--- config.mk ---
export PLATFORM = sky130hd
export DESIGN_NAME = eep_ptr_ctrl
export DESIGN_NICKNAME = d
export VERILOG_FILES = /design/src/rtl/eep_ptr_pkg.sv /design/src/rtl/eep_ptr_reg.sv /design/src/rtl/eep_ptr_fsm.sv /design/src/rtl/eep_ptr_ctrl.sv
export SDC_FILE = /design/constraint.sdc
export NUM_CORES = 1
export LEC_CHECK = 0
export BUFFER_PORTS_ARGS = -buffer_cell sky130_fd_sc_hd__clkbuf_2
export CAP_MARGIN = 20
export CORE_MARGIN = 2
export CORE_UTILIZATION = 30
export CTS_CLUSTER_DIAMETER = 50
export CTS_CLUSTER_SIZE = 28
export DETAILED_ROUTE_END_ITERATION = 8
export PLACE_DENSITY = 0.57
export SYNTH_ARGS = -nofsm -noshare
export SYNTH_HDL_FRONTEND = slang
export SYNTH_SLANG_ARGS = --single-unit
--- constraint.sdc ---
create_clock -name clk -period 1.7 [get_ports clk]
set_input_delay 0.34 -clock clk [delete_from_list [all_inputs] [get_ports clk]]
set_output_delay 0.34 -clock clk [all_outputs]
set_load 0.03 [all_outputs]
--- src/rtl/eep_ptr_pkg.sv ---
package eep_ptr_pkg;

    typedef enum logic [2:0] {
        S_IDLE,
        S_DEV,
        S_CMD,
        S_ADDR,
        S_ADDR_ACK,
        S_DATA,
        S_DATA_ACK
    } seq_state_e;

    localparam logic [7:0] HDR_CODE    = 8'h55;
    localparam logic [7:0] DEV_CODE    = 8'hA0;
    localparam logic [7:0] CMD_READ    = 8'h03;
    localparam logic [7:0] CMD_WRITE   = 8'h6C;
    localparam logic [7:0] CMD_CUR_RD  = 8'h06;

endpackage

--- src/rtl/eep_ptr_reg.sv ---
module eep_ptr_reg #(
    parameter int ADDR_W = 8,
    parameter int PAGE_W = 4
) (
    input  logic              clk,
    input  logic              rst_n,
    input  logic              load,
    input  logic [ADDR_W-1:0] load_val,
    input  logic              step,
    input  logic              page_wrap,
    output logic [ADDR_W-1:0] ptr
);

    logic [ADDR_W-1:0] ptr_q;
    logic [ADDR_W-1:0] lin_inc;
    logic [ADDR_W-1:0] pg_inc;

    assign lin_inc = ptr_q + ADDR_W'(1);

    generate
        if (PAGE_W < ADDR_W) begin : g_paged
            logic [PAGE_W-1:0] lo_nxt;
            assign lo_nxt = ptr_q[PAGE_W-1:0] + PAGE_W'(1);
            assign pg_inc = {ptr_q[ADDR_W-1:PAGE_W], lo_nxt};
        end else begin : g_flat
            assign pg_inc = lin_inc;
        end
    endgenerate

    // Value after reset is a don't-care; zero is chosen for determinism.
    always_ff @(posedge clk or negedge rst_n) begin
        if (!rst_n) begin
            ptr_q <= '0;
        end else if (load) begin
            ptr_q <= load_val;
        end else if (step) begin
            ptr_q <= page_wrap ? pg_inc : lin_inc;
        end
    end

    assign ptr = ptr_q;

endmodule

--- src/rtl/eep_ptr_fsm.sv ---
module eep_ptr_fsm
    import eep_ptr_pkg::*;
#(
    parameter int ADDR_W = 8
) (
    input  logic              clk,
    input  logic              rst_n,
    input  logic              byte_valid,
    input  logic [7:0]        rx_byte,
    input  logic              mak,
    input  logic              nomak,
    input  logic              standby,
    output logic              ptr_load,
    output logic [ADDR_W-1:0] load_val,
    output logic              ptr_step,
    output logic              page_wrap,
    output logic              wr_en,
    output logic              rd_en
);

    seq_state_e state_q, state_d;
    logic       wr_mode_q, wr_mode_d;
    logic [7:0] addr_q, addr_d;
    logic       rd_en_q, rd_go;

    // State register
    always_ff @(posedge clk or negedge rst_n) begin
        if (!rst_n) begin
            state_q   <= S_IDLE;
            wr_mode_q <= 1'b0;
            addr_q    <= '0;
            rd_en_q   <= 1'b0;
        end else begin
            state_q   <= state_d;
            wr_mode_q <= wr_mode_d;
            addr_q    <= addr_d;
            rd_en_q   <= rd_go;
        end
    end

    // Next state
    always_comb begin
        state_d   = state_q;
        wr_mode_d = wr_mode_q;
        addr_d    = addr_q;
        rd_go     = 1'b0;
        if (standby) begin
            state_d = S_IDLE;
        end else begin
            unique case (state_q)
                S_IDLE: begin
                    if (byte_valid && rx_byte == HDR_CODE) state_d = S_DEV;
                end
                S_DEV: begin
                    if (byte_valid) state_d = (rx_byte == DEV_CODE) ? S_CMD : S_IDLE;
                end
                S_CMD: begin
                    if (byte_valid) begin
                        if (rx_byte == CMD_CUR_RD) begin
                            state_d   = S_DATA;
                            wr_mode_d = 1'b0;
                            rd_go     = 1'b1;
                        end else if (rx_byte == CMD_READ) begin
                            state_d   = S_ADDR;
                            wr_mode_d = 1'b0;
                        end else if (rx_byte == CMD_WRITE) begin
                            state_d   = S_ADDR;
                            wr_mode_d = 1'b1;
                        end else begin
                            state_d   = S_IDLE;
                        end
                    end
                end
                S_ADDR: begin
                    if (byte_valid) begin
                        addr_d  = rx_byte;
                        state_d = S_ADDR_ACK;
                    end
                end
                S_ADDR_ACK, S_DATA_ACK: begin
                    if (mak) begin
                        state_d = S_DATA;
                        rd_go   = !wr_mode_q;
                    end else if (nomak) begin
                        state_d = S_IDLE;
                    end
                end
                S_DATA: begin
                    if (byte_valid) state_d = S_DATA_ACK;
                end
                default: state_d = S_IDLE;
            endcase
        end
    end

    // Outputs
    always_comb begin
        ptr_load = 1'b0;
        ptr_step = 1'b0;
        wr_en    = 1'b0;
        unique case (state_q)
            S_ADDR_ACK: ptr_load = !standby && mak;
            S_DATA_ACK: ptr_step = !standby && (mak || nomak);
            S_DATA:     wr_en    = !standby && byte_valid && wr_mode_q;
            default: ;
        endcase
    end

    assign load_val  = ADDR_W'(addr_q);
    assign page_wrap = wr_mode_q;
    assign rd_en     = rd_en_q;

endmodule

--- src/rtl/eep_ptr_ctrl.sv ---
module eep_ptr_ctrl #(
    parameter int ADDR_W = 8,
    parameter int PAGE_W = 4
) (
    input  logic              clk,
    input  logic              rst_n,
    input  logic              byte_valid,
    input  logic [7:0]        rx_byte,
    input  logic              mak,
    input  logic              nomak,
    input  logic              standby,
    output logic [ADDR_W-1:0] mem_addr,
    output logic              wr_en,
    output logic [7:0]        wr_data,
    output logic              rd_en
);

    logic              ptr_load;
    logic [ADDR_W-1:0] load_val;
    logic              ptr_step;
    logic              page_wrap;

    eep_ptr_fsm #(.ADDR_W(ADDR_W)) u_fsm (
        .clk        (clk),
        .rst_n      (rst_n),
        .byte_valid (byte_valid),
        .rx_byte    (rx_byte),
        .mak        (mak),
        .nomak      (nomak),
        .standby    (standby),
        .ptr_load   (ptr_load),
        .load_val   (load_val),
        .ptr_step   (ptr_step),
        .page_wrap  (page_wrap),
        .wr_en      (wr_en),
        .rd_en      (rd_en)
    );

    eep_ptr_reg #(.ADDR_W(ADDR_W), .PAGE_W(PAGE_W)) u_ptr (
        .clk       (clk),
        .rst_n     (rst_n),
        .load      (ptr_load),
        .load_val  (load_val),
        .step      (ptr_step),
        .page_wrap (page_wrap),
        .ptr       (mem_addr)
    );

    assign wr_data = rx_byte;

endmodule

Word-level counts from Yosys, hierarchy flattened

Index checks and enable logic that the tools add are counted.
W data, S select, Z words.

Flip-flop bits (word level): 21

$add $sub $neg: 2
Equal/unequal tests: 18
Multiplexer cells: 27
Bitwise gates (word level): 1
Reductions and logical operators: 16

Operator list:

| cell                  | count |
|---|---|
| $mux W3               | 10 |
| $mux W8               | 3 |
| $pmux W3 S6           | 1 |
| $eq A8 B7 Y1 const B  | 2 |
| $ne A3 B3 Y1 const B  | 4 |
| $mux W1               | 10 |
| $eq A3 B3 Y1 const B  | 3 |
| $add A8 B1 Y8 const B | 1 |
| $eq A8 B2 Y1 const B  | 1 |
| $eq A8 B3 Y1 const B  | 1 |
| $eq A8 B8 Y1 const B  | 1 |
| $eq A3 B2 Y1 const B  | 2 |
| $reduce_and A6 Y1     | 1 |
| $logic_and A1 B1 Y1   | 5 |
| $add A4 B1 Y4 const B | 1 |
| $mux W2               | 2 |
| $ne A4 B4 Y1 const B  | 1 |
| $reduce_and A4 Y1     | 1 |
| $eq A3 B1 Y1 const B  | 1 |
| $logic_not A3 Y1      | 1 |
| $ne A3 B2 Y1 const B  | 1 |
| $reduce_and A3 Y1     | 1 |
| $reduce_bool A3 Y1    | 1 |
| $logic_not A1 Y1      | 2 |
| other kinds (7)       | 7 |

Depth between registers and ports, before layout

Word-level depth: 7
Gate-level depth with buffers: 6

Modules after synthesis

Synthesis repeated with hierarchy kept, for this count alone.

Cell total of the unflattened synthesis: 135
Area total of the unflattened synthesis: 1311.3 um2

By module, submodules not included:

| module       | instances | cells each | area each (um2) | seq. area each (um2) |
|---|---|---|---|---|
| eep_ptr_fsm  | 1         | 74         | 774.5           | 325.3 |
| eep_ptr_reg  | 1         | 53         | 476.7           | 200.2 |
| eep_ptr_ctrl | 1         | 8          | 60.1            | 0.0 |

Worst setup path after synthesis

OpenSTA, ideal clock, no wires.

Path type: reg2out
From: reg u_fsm.state_q[1]
To: out wr_en
Data arrival time: 1.634 ns
Slack: -0.274 ns
Cell stages (with the launch flop): 4
Path buffers: 1
Cells stage by stage: dfrtp_1 buf_4 nand2b_1 nor4_1

Longest elaborated chain between the ends: 2

RTL lines:

| element                | RTL line           | RTL |
|---|---|---|
| from (decl)            | eep_ptr_fsm.sv:21  | `seq_state_e state_q, state_d;` |
| from (signal assigned) | eep_ptr_fsm.sv:34  | `state_q <= state_d;` |
| $eq A3 B3 Y1           | eep_ptr_fsm.sv:101 | `unique case (state_q)` |
| $mux W1                | eep_ptr_fsm.sv:101 |  |
| to (decl)              | eep_ptr_ctrl.sv:13 | `output logic wr_en,` |

Every way passes these cells.

Worst setup path after layout

Same ends and word-level chain as after synthesis.

==> flow_metrics.tcl <==
set metrics [dict create \
    vias 1261 \
    antenna_found_initial 0 \
    root_buffer "clkbuf_8" \
    placed_cell_area_um2 1540 \
    drive_gt1_share_pct 40.5 \
    synth.avg_cell_area_um2 9.00 \
    hpwl_um 2620 \
    synth_common_cells "dfrtp_1 (21), nand3_1 (12), nor2_1 (11)" \
    fp.dieW_um 70.0 \
    setup_viol 1 \
    finalInstanceArea_um2 1680 \
    switchingPower_mw 0.240 \
    cts_tree "built" \
    timing.fmax_mhz 586 \
    first_iter_violations 89 \
    synth_largest_area_cell "dfrtp_1" \
    totalNegativeSetupSlack_ns -0.00510 \
    arrival_ns 1.37 \
    maxCapViolCount 0 \
    cp_max_fo 6 \
    h-tree-depth 1 \
    violations "setup timing" \
    regToRegEndpoint "u_fsm.state_q[0]" \
    synth_cells 145 \
    fp-row-count 23 \
    r2r_slack_ns 0.02 \
    synth_top_area_share_pct 40.3 \
    yosysSeqAreaShare_pct 40.3 \
    finalWeightedCongestion 0.829 \
    cp_top_family "flip-flops" \
    r2r_cells 6 \
    worst_hold_path_type "primary input to asynchronous set/reset pin" \
    async_flop_share_pct 100 \
    core_area_um2 4090 \
    fp.dieH_um 70.0 \
    rsz0062_at_grt "yes" \
    timing.final.hold_violations 0 \
    hold_buffers 0 \
    required_ns 1.36 \
    syn-cell-area_um2 1310 \
    clkTransAtPathRegs_ns 0.08 \
    startpoint_type "flop" \
    pwr-share-seq_pct 53.8 \
    intPower_mw 0.694 \
    setup_ws_ns -0.00510 \
    synthFlopType "dfrtp_1" \
    yosysMostFrequentCell "dfrtp_1" \
    fin_crit_sh_pct 100 \
    grt_first_pass_wirelength_um 5640 \
    slew_viol_final 0 \
    synth_nets 160 \
    crit_chain "nand2b_4, nor4_2, buf_4" \
    switching_share_pct 25.7 \
    viasPerCell 5.37 \
    clock_sinks 21 \
    dieArea_um2 4890 \
    grt_usage_pct 14.0 \
    leakage_nw 0.786 \
    initial_core_util_pct 31.9 \
    drc 0 \
    layout.nets 201 \
    slowest_delay_ns 0.46 \
    grt_pass1_vias 1234 \
    synth_edf_count 0 \
    synth.distinct_cells 40 \
    clk_latency_ns 0.26 \
    wl_per_cell_um 14.8 \
    startpoint "u_fsm.state_q[1]" \
    slew_headroom_pct 64.9 \
    grt_max_degree 22 \
    worst_pin_slew_ns 0.526 \
    grt.overflow.total 0 \
    drt_pass1_iterations 4 \
    cts_made_buffers 3 \
    combPwrFrac_pct 10.7 \
    critPathCaptureType "primary output" \
    num_io_pins 32 \
    skew_ns 0.00359 \
    vdd_ir_drop_max_mv 0.213 \
    post-route-min-period_ns 1.71 \
    slowest_stage "dfrtp_2" \
    yosys-top-cells-area "dfrtp_1 (40%), mux2_2 (6.0%), buf_4 (5.8%)" \
    areaGrowthSynthToFinish_pct 29.0 \
    io_buffers 31 \
    ctsLongestPathBuffers 2 \
    antenna_cells 0 \
    status "complete, but fails checks" \
    reg2reg_from "u_fsm.state_q[2]" \
    p_per_area_nw_per_um2 555 \
    ant_nets 0 \
    critPathKind "flop to primary output" \
    ys_seq_elements 21 \
    ys_warn_count 0 \
    routed_wirelength_um 3470 \
    crit_buf_inv 1 \
    p_clk_share_pct 35.5 \
]
==> stage by stage <==
stage / setup WS (ns) / hold slack, ns / power, mW / utilization (%) / cells
floorplan: 0.0564 / 0.0444 / 0.571 / - / 145
global placement: 0.0444 / 0.348 / 0.612 / 37.7 / 226
detailed placement: -0.00239 / 0.355 / 0.614 / 37.7 / 226
CTS: 0.00618 / 0.0679 / 0.945 / 39.7 / 233
global route: -0.0667 / 0.0876 / 0.983 / 41.2 / 235
finish: -0.00510 / 0.0341 / 0.935 / 41.2 / 235
==> worst max path at each step <==
stage                         endpoint  slack [ns]  depth (start not counted)
after floorplan                  wr_en        0.06                          3
after global placement    u_ptr.ptr[7]        0.04                          6
after detailed placement  u_ptr.ptr[7]      -0.002                          6
after CTS                        wr_en       0.006                          3
after global routing             wr_en       -0.07                          3
final                            wr_en      -0.005                          3
==> state kept, by name, summed over array words and instances, names as in the netlist <==
| register | flops |
|---|---|
| u_fsm.state_q | 3 |
| u_ptr.ptr | 8 |
| u_fsm.page_wrap | 1 |
| u_fsm.rd_en | 1 |
| u_fsm.load_val | 8 |
==> layer usage <==
metal / GRT usage [%] / wire length (um) / share of wire, %
met4: 5.34 / 49 / 1.4
met5: 0 / 0 / 0
met2: 23.2 / 1660 / 48
met1: 18.0 / 1540 / 44
met3: 2.74 / 217 / 6.3
==> what timing repair did <==
| item | 4_1_cts | 5_1_grt |
|---|---|---|
| endpoints found under the setup margin | 1 | 8 |
| resized for setup | 5 | 8 |
| gates cloned | 0 | 0 |
| pin swaps | 0 | 2 |
| endpoints found under the hold margin | 0 | 0 |
| setup buffers | 3 | 2 |
==> power by group through the flow <==
stage / clock network (mW) / registers (mW) / logic [mW]
floorplan: 0 / 0.515 / 0.0552
CTS: 0.340 / 0.503 / 0.102
global placement: 0 / 0.513 / 0.0995
detailed placement: 0 / 0.513 / 0.101
finish: 0.332 / 0.503 / 0.0999
global route: 0.370 / 0.503 / 0.110
==> area by class of cell <==
type	instances	area [um^2]
Multi-Input combinational cell	105	714
Fill cell	413	2400
Clock buffer	3	41.3
Sequential cell	21	528
Tap cell	50	62.6
Inverter	6	22.5
Timing Repair Buffer	49	309
Clock inverter	1	5.00
==> placed cells by master, fill, tap and decap left out, types with 2 or more instances in the layout <==
cell,instances
a21oi_1,7
a221o_1,4
a31oi_1,2
a41oi_1,2
and3_1,3
buf_4,17
clkbuf_2,30
clkbuf_8,3
dfrtp_1,19
dfrtp_2,2
inv_1,6
mux2_2,7
nand2_1,9
nand2b_4,3
nand3_1,12
nand3b_1,2
nand4_1,2
nor2_1,11
nor3_1,6
nor3_2,3
o21ai_0,6
o21ai_1,2
or3_1,2
==> cells by family (layout without fill, tap and decap cells) <==
logic type / Yosys count / in the layout / synth area share, %
compound gates: 30 / 30 / 15.7
xor+xnor: 2 / 2 / 1.34
fa+ha+maj: 1 / 1 / 0.959
buf+inv: 19 / 59 / 8.44
flops: 21 / 21 / 40.3
mux: 7 / 7 / 6.04
simple gates: 65 / 65 / 27.2
Note: power is estimated with default switching activity, not from simulation.
